--- src/rtl/intc_vec_pkg.sv ---
package intc_vec_pkg;

    // Register word addresses
    localparam int A_ENA_NUM   = 0;
    localparam int A_DIS_NUM   = 1;
    localparam int A_MASK      = 2;
    localparam int A_ENA_BASE  = 4;
    localparam int A_TYP_BASE  = 8;
    localparam int A_PRIO_BASE = 16;

endpackage

--- src/rtl/intc_vec_regs.sv ---
module intc_vec_regs
    import intc_vec_pkg::*;
#(
    parameter int N_SRC  = 64,
    parameter int PRIO_W = 4,
    parameter int DW     = 32,
    parameter int AW     = 5
) (
    input  logic                      clk,
    input  logic                      rst_n,
    input  logic                      wr_en,
    input  logic [AW-1:0]             wr_addr,
    input  logic [DW-1:0]             wr_data,
    input  logic [AW-1:0]             rd_addr,
    output logic [DW-1:0]             rd_data,
    output logic [N_SRC-1:0]          en_o,
    output logic [N_SRC-1:0]          typ_o,
    output logic [N_SRC*PRIO_W-1:0]   prio_o,
    output logic [PRIO_W:0]           mask_o
);

    localparam int IW  = $clog2(N_SRC);
    localparam int MW  = PRIO_W + 1;
    localparam int NW  = N_SRC / DW;
    localparam int PPW = DW / PRIO_W;
    localparam int NPW = N_SRC / PPW;

    typedef struct packed {
        logic [N_SRC-1:0]        en;
        logic [N_SRC-1:0]        typ;
        logic [N_SRC*PRIO_W-1:0] prio;
        logic [MW-1:0]           mask;
    } reg_t;

    reg_t st_d, st_q;
    logic num_ok;

    assign num_ok = (wr_data[DW-1:IW] == '0);

    always_comb begin
        st_d = st_q;
        if (wr_en) begin
            if (int'(wr_addr) == A_ENA_NUM && num_ok) begin
                st_d.en[wr_data[IW-1:0]] = 1'b1;
            end
            if (int'(wr_addr) == A_DIS_NUM && num_ok) begin
                st_d.en[wr_data[IW-1:0]] = 1'b0;
            end
            if (int'(wr_addr) == A_MASK) begin
                st_d.mask = wr_data[MW-1:0];
            end
            for (int w = 0; w < NW; w++) begin
                if (int'(wr_addr) == A_ENA_BASE + w) begin
                    st_d.en[w*DW +: DW] = wr_data;
                end
                if (int'(wr_addr) == A_TYP_BASE + w) begin
                    st_d.typ[w*DW +: DW] = wr_data;
                end
            end
            for (int k = 0; k < NPW; k++) begin
                if (int'(wr_addr) == A_PRIO_BASE + k) begin
                    st_d.prio[k*DW +: DW] = wr_data;
                end
            end
        end
    end

    always_ff @(posedge clk or negedge rst_n) begin
        if (!rst_n) begin
            st_q.en   <= '0;
            st_q.typ  <= '0;
            st_q.prio <= '0;
            st_q.mask <= '1;
        end else begin
            st_q <= st_d;
        end
    end

    always_comb begin
        rd_data = '0;
        if (int'(rd_addr) == A_MASK) begin
            rd_data[MW-1:0] = st_q.mask;
        end
        for (int w = 0; w < NW; w++) begin
            if (int'(rd_addr) == A_ENA_BASE + w) begin
                rd_data = st_q.en[w*DW +: DW];
            end
            if (int'(rd_addr) == A_TYP_BASE + w) begin
                rd_data = st_q.typ[w*DW +: DW];
            end
        end
        for (int k = 0; k < NPW; k++) begin
            if (int'(rd_addr) == A_PRIO_BASE + k) begin
                rd_data = st_q.prio[k*DW +: DW];
            end
        end
    end

    assign en_o   = st_q.en;
    assign typ_o  = st_q.typ;
    assign prio_o = st_q.prio;
    assign mask_o = st_q.mask;

endmodule

--- src/rtl/intc_vec_arb.sv ---
module intc_vec_arb #(
    parameter int N_SRC  = 64,
    parameter int PRIO_W = 4
) (
    input  logic [N_SRC-1:0]           cand,
    input  logic [N_SRC*PRIO_W-1:0]    prio,
    output logic                       win_vld,
    output logic [$clog2(N_SRC)-1:0]   win_idx,
    output logic [PRIO_W-1:0]          win_prio
);

    localparam int IW  = $clog2(N_SRC);
    localparam int LVL = $clog2(N_SRC);

    typedef struct packed {
        logic              v;
        logic [PRIO_W-1:0] p;
        logic [IW-1:0]     i;
    } node_t;

    node_t leaf [N_SRC];
    node_t nd   [N_SRC];

    for (genvar gi = 0; gi < N_SRC; gi++) begin : g_leaf
        assign leaf[gi].v = cand[gi];
        assign leaf[gi].p = {PRIO_W{cand[gi]}} & prio[gi*PRIO_W +: PRIO_W];
        assign leaf[gi].i = IW'(gi);
    end

    // Pairwise tournament, reduced in place; the right (higher-numbered)
    // entry wins on equal priority.
    always_comb begin
        nd = leaf;
        for (int lv = 0; lv < LVL; lv++) begin
            for (int k = 0; k < (N_SRC >> (lv + 1)); k++) begin
                if (nd[2*k+1].v && (!nd[2*k].v || nd[2*k+1].p >= nd[2*k].p)) begin
                    nd[k] = nd[2*k+1];
                end else begin
                    nd[k] = nd[2*k];
                end
            end
        end
    end

    assign win_vld  = nd[0].v;
    assign win_idx  = nd[0].i;
    assign win_prio = nd[0].p;

endmodule

--- src/rtl/intc_vec.sv ---
module intc_vec #(
    parameter int N_SRC  = 64,
    parameter int PRIO_W = 4,
    parameter int DW     = 32,
    parameter int AW     = 5
) (
    input  logic                       clk,
    input  logic                       rst_n,
    input  logic [N_SRC-1:0]           src_i,
    input  logic                       wr_en_i,
    input  logic [AW-1:0]              wr_addr_i,
    input  logic [DW-1:0]              wr_data_i,
    input  logic [AW-1:0]              rd_addr_i,
    output logic [DW-1:0]              rd_data_o,
    output logic                       norm_req_o,
    output logic                       fast_req_o,
    output logic                       vec_vld_o,
    output logic [$clog2(N_SRC)-1:0]   vec_num_o
);

    localparam int IW = $clog2(N_SRC);
    localparam int MW = PRIO_W + 1;

    typedef struct packed {
        logic          norm;
        logic          fast;
        logic          vld;
        logic [IW-1:0] num;
    } out_t;

    logic [N_SRC-1:0]        en_w;
    logic [N_SRC-1:0]        typ_w;
    logic [N_SRC*PRIO_W-1:0] prio_w;
    logic [MW-1:0]           mask_w;
    logic [N_SRC-1:0]        pend;
    logic [N_SRC-1:0]        cand_n;
    logic                    win_vld;
    logic [IW-1:0]           win_idx;
    logic [PRIO_W-1:0]       win_prio;
    out_t                    out_d, out_q;

    intc_vec_regs #(
        .N_SRC (N_SRC),
        .PRIO_W(PRIO_W),
        .DW    (DW),
        .AW    (AW)
    ) i_regs (
        .clk    (clk),
        .rst_n  (rst_n),
        .wr_en  (wr_en_i),
        .wr_addr(wr_addr_i),
        .wr_data(wr_data_i),
        .rd_addr(rd_addr_i),
        .rd_data(rd_data_o),
        .en_o   (en_w),
        .typ_o  (typ_w),
        .prio_o (prio_w),
        .mask_o (mask_w)
    );

    assign pend   = src_i & en_w;
    assign cand_n = pend & ~typ_w;

    intc_vec_arb #(
        .N_SRC (N_SRC),
        .PRIO_W(PRIO_W)
    ) i_arb (
        .cand    (cand_n),
        .prio    (prio_w),
        .win_vld (win_vld),
        .win_idx (win_idx),
        .win_prio(win_prio)
    );

    always_comb begin
        out_d.fast = |(pend & typ_w);
        out_d.vld  = win_vld;
        out_d.num  = win_vld ? win_idx : '0;
        // Threshold MSB set means no masking of normal priorities
        out_d.norm = win_vld && (mask_w[MW-1] || (win_prio > mask_w[PRIO_W-1:0]));
    end

    always_ff @(posedge clk or negedge rst_n) begin
        if (!rst_n) begin
            out_q <= '0;
        end else begin
            out_q <= out_d;
        end
    end

    assign norm_req_o = out_q.norm;
    assign fast_req_o = out_q.fast;
    assign vec_vld_o  = out_q.vld;
    assign vec_num_o  = out_q.num;

endmodule

--- config.mk ---
export PLATFORM = sky130hd
export DESIGN_NAME = intc_vec
export DESIGN_NICKNAME = d
export VERILOG_FILES = /design/src/rtl/intc_vec_pkg.sv /design/src/rtl/intc_vec_regs.sv /design/src/rtl/intc_vec_arb.sv /design/src/rtl/intc_vec.sv
export SDC_FILE = /design/constraint.sdc
export NUM_CORES = 1
export LEC_CHECK = 0
export BUFFER_PORTS_ARGS = -buffer_cell sky130_fd_sc_hd__buf_2
export CAP_MARGIN = 25
export CELL_PAD_IN_SITES_DETAIL_PLACEMENT = 2
export CELL_PAD_IN_SITES_GLOBAL_PLACEMENT = 2
export CORE_UTILIZATION = 36
export DETAILED_ROUTE_END_ITERATION = 12
export PLACE_DENSITY = 0.82
export REMOVE_ABC_BUFFERS = 1
export SLEW_MARGIN = 20
export SYNTH_ARGS = -nofsm -noshare
export SYNTH_HDL_FRONTEND = slang
export SYNTH_HIERARCHICAL = 1
export SYNTH_SLANG_ARGS = --single-unit
--- constraint.sdc ---
create_clock -name clk -period 10.6 [get_ports clk]
set_input_delay 0.53 -clock clk [delete_from_list [all_inputs] [get_ports clk]]
set_output_delay 0.53 -clock clk [all_outputs]
set_load 0.05 [all_outputs]
After elaboration in Yosys (flattened, before gate mapping)
Index checks and enable logic that the tools add are counted.

cells by class
  mux-type cells = 84
  reductions and logical operators = 208
  $lt $le $gt $ge = 66
  equal/unequal tests = 27
  bitwise logic cells = 71

operators with widths
  cell                  number
  $mux W11              63
  $mux W32              14
  $and A4 B4 Y4         64
  $and A64 B64 Y64      4
  $ge A4 B4 Y1          63
  $mux W64              3
  $not A64 Y64          2
  $eq A5 B5 Y1 const B  20
  $logic_and A1 B1 Y1   67
  $logic_or A1 B1 Y1    64
  $or A64 B64 Y64       1
  $reduce_or A64 Y1     1
  $logic_not A1 Y1      63
  $logic_not A26 Y1     1
  $reduce_and A2 Y1     11
  $eq A5 B4 Y1 const B  4
  $eq A5 B3 Y1 const B  2
  $lt A6 B7 Y1 const B  1
  $demux W1 S6          1
  $ge A6 B1 Y1 const B  1
  $mux W6               1
  $eq A5 B2 Y1 const B  1
  $logic_not A5 Y1      1
  $mux W5               1
  2 further kinds       2

storage, ports and cells
  input port bits = 109
  register bits = 398
  output and inout bits = 41
  word-level logic and storage cells = 472

Logic depth before layout (Yosys ltp)
  depth after elaboration = 30
  gate-level depth with buffers = 57
  gate-level depth less buffers = 53

By module
The synthesis kept the hierarchy.

by module, submodules not included
  module         times used  sequential area each (um2)  area an instance (um2)  cells an instance
  intc_vec_regs  1           9,740.6                     19,641.3                1,703
  intc_vec_arb   1           0.0                         12,250.5                1,790
  intc_vec       1           225.2                       1,298.7                 243

Worst setup path after synthesis
Ideal clock, no wire load.

  path kind = input to register
  start = input src_i[15]
  end = register out_q (netlist bit norm_req_o)
  data arrival time = 10.704 ns
  library setup time = 0.119 ns
  path slack = -0.223 ns
  data required time = 10.481 ns
  path buffers = 3
  cell stages on the path = 49
  cell sequence = nand2_1 > nor2_1 > clkbuf_1 > nand2_1 > ha_1 > nand2b_1 > a2111o_1 > and2_1 > a32o_1 > ha_1 > or3b_2 > a211oi_1 > or2_2 > clkbuf_1 > mux2i_1 > ha_1 > nand2b_1 > a21o_1 > (+13 left out) > ha_1 > o21ai_0 > a21oi_1 > o31ai_1 > mux2_2 > ha_1 > o21ai_0 > a21oi_1 > o31ai_1 > a211oi_1 > nand4b_1 > o221ai_1 > a221oi_1 > ha_1 > nor2b_1 > o21ai_0 > a21oi_1 > o21a_1

RTL lines
  what                    RTL line        source
  start: declaration      intc_vec.sv:9   input logic [N_SRC-1:0] src_i,
  end signal: assignment  intc_vec.sv:87  out_q <= out_d;
  end: declaration        intc_vec.sv:40  out_t out_d, out_q;

==> metrics.txt <==
switching part of the total 38.7%; GRT Total Usage 43.5%; RSZ-0062 raised after global routing true; FF-to-FF Start i_regs/en_o[42]; Post-route DRC 0; die width 306 um; Die Y 306 um; asr flop ratio synth 100%; worst stage delay on the critical path 0.49 ns; P_int 3.41 mW; most common cell after layout, fill and taps aside buf_4; Fin Setup TNS -0.615 ns; EDFF count, synth 0; DP Area 39100 um^2; antenna violations before repair 35; synthesized area 33200 um^2; Fillers 9758; vias 39500; Flop pwr share 40.4%; Sink Count 398; total leakage power 18.6 nW; average routed wire per standard cell 39.4 um; Starting Density 36.3%; CTS tree built; Synth Area per Inst 8.88 um^2; drt pass-1 iters 7; hold crit path type in -> reg; vias per cell 7.07; CORE AREA 91500 um^2; layout cells sized above 1 33.5%; endpoints failing hold 0; Max-slew headroom 19.5%; post-route ant nets 0; period utilization 105%; CP endpoint kind flip-flop; # port buffers 149; failing checks negative setup slack; clock network power share 34.5%; Setup violations, final 2; Peak Freq 89.9 MHz; Reg clk slew, reported paths 0.06 ns; P_sw 2.16 mW; top cells by area, synth dfrtp_1, mux2_2, ha_1; Syn-to-layout area delta 27.0%; Worst R2R Setup Slack -0.52 ns; first-pass GRT wire length 294 mm; most frequent cells in the layout buf_4, dfrtp_1, nand2_1; Worst-Skew Late Latency 0.66 ns; nets 4687; worst-case clock skew 0.0387 ns; post-layout min period 11.12 ns; Syn Inst Count 3736; DP Wirelength 156 mm; Detailed Route WL 220 mm; max-cap viol count 0; Gate power share 25.1%; kind of critical path reg -> reg; status complete, but fails checks; Slowest-stage cell, CP nor2_4; reg2reg path depth 50; Pins Over Slew Limit 0; CTS Buf Count 50; Ys Warns 6; Total Die Area 93400 um^2; WP data required 11.13 ns; H-tree depth 2; Detailed Route Iter0 Violations 5065; commonest register cell after synthesis dfrtp_1; Yosys cell types 103; GRT overflow 0; GPL Wtd Cong 1.04; PD cells 132 nW/um^2; slew of the pin with the lowest slew margin 1.20 ns; clk root buf clkbuf_16; Rows 111; crit path DAT 11.66 ns; Hold Path Depth 5; largest net degree at the start of global routing 76; worst setup margin -0.523 ns; FF-to-FF End norm_req_o; crit path max fanout 7; vias in the first global route 40100; register area share after synthesis 30.0%; Critical Path Most Common Cell ha_1; Yosys top cell by area dfrtp_1; Critical Path End norm_req_o; peak supply drop 125 uV; flops & latches, synth 398; top-area cell type share of the netlist area 29.6%; crit path launch i_regs/en_o[42]; Worst setup SP type flip-flop; IO Pins 150; clk buf depth 3; final instance area 42100 um^2
[cells by family (layout without fill, tap and decap cells)]
kind of cell / count (synthesis) / in the layout / share of synthesized area [%]
and+or+nand+nor: 1250 / 1250 / 19.8
AOI/OAI and AO/OA: 1038 / 1038 / 22.3
buffers and inverters: 386 / 1028 / 4.60
other: 0 / 20 / 0
muxes: 424 / 424 / 14.3
adders and majority gates: 240 / 240 / 9.05
DFF: 398 / 398 / 30.0
[cells in the mapped netlist (all sizes together) (47+ instances only)]
cell,n
dfrtp,393
nand2,369
mux2,351
ha,240
nor2,225
inv,177
o21ai,158
clkbuf,146
a21oi,132
a211oi,130
and2,122
o22ai,121
nand3,120
nand2b,102
mux2i,69
buf,62
a311oi,60
nor2b,47
[routing by layer]
layer	up-vias	share of wire, %	global-route usage [%]
li1	15300	-	-
met1	19900	36	53.6
met2	3211	42	64.6
met3	1056	12	11.2
met4	20	9.3	34.0
met5	-	0.062	0
[registers in the layout (all words and copies together), names as in the netlist]
name,cells
i_regs/prio_o,256
i_regs/en_o,64
fast_req_o,1
norm_req_o,1
vec_vld_o,1
i_regs/typ_o,64
i_regs/mask_o,5
vec_num_o,6
[power by group through the flow]
stage | clock network (mW) | registers [mW] | logic, mW
finish | 1.93 | 2.25 | 1.40
global route | 1.96 | 2.23 | 1.42
floorplan | 0 | 2.01 | 0.615
detailed placement | 0 | 2.19 | 1.24
global placement | 0 | 2.17 | 1.18
CTS | 1.89 | 2.18 | 1.28
[layout make-up]
type	count	area (um^2)	area share (%)
antenna	20	50.0	0.119
tap	1186	1480	3.52
clock buffer	67	1400	3.31
sequential	398	9980	23.7
timing repair buffer	758	5550	13.2
inverter	178	668	1.59
clock inverter	25	334	0.793
multi-input combinational	2952	22700	53.8
[worst min-delay path by stage]
| stage | slack (ns) | from | endpoint |
|---|---|---|---|
| 2_1_floorplan | 0.23 | rst_n | fast_req_o |
| 3_3_place_gp | 0.49 | i_regs/mask_o[3] | i_regs/mask_o[3] |
| 3_5_place_dp | 0.52 | i_regs/mask_o[3] | i_regs/mask_o[3] |
| 4_1_cts | 0.37 | src_i[23] | fast_req_o |
| 5_1_grt | 0.43 | src_i[7] | fast_req_o |
| 6_report | 0.40 | src_i[23] | fast_req_o |
[timing repair]
action | in CTS | in global routing
pin swaps | 8 | 33
hold buffers | 1 | 0
setup endpoints to repair | 5 | 5
endpoints found under the hold margin | 67 | 0
buffers inserted | 3 | 17
resized for setup | 111 | 143
[worst max-delay path, delay by kind of cell, from the launching register on]
kind,cells,cell delay [ns]
adder cells (fa/ha/maj),7,2.19
AO/OA/AOI/OAI,24,4.66
multiplexers,2,0.65
AND/OR/NAND/NOR,11,1.99
buffers and inverters,6,1.07
flip-flops,1,0.43
[per-stage QoR]
step | instances | power [mW] | setup slack (ns) | utilization (%) | hold slack [ns]
6_report | 5584 | 5.57 | -0.523 | 46.0 | 0.395
2_1_floorplan | 3528 | 2.63 | -0.735 | - | 0.234
3_5_place_dp | 5446 | 3.44 | -0.990 | 42.8 | 0.520
4_1_cts | 5542 | 5.36 | 0.000772 | 45.1 | 0.372
3_3_place_gp | 5445 | 3.34 | -0.346 | 42.7 | 0.490
5_1_grt | 5564 | 5.61 | -0.988 | 46.0 | 0.426
No activity file was read; power rests on OpenSTA's default activity.
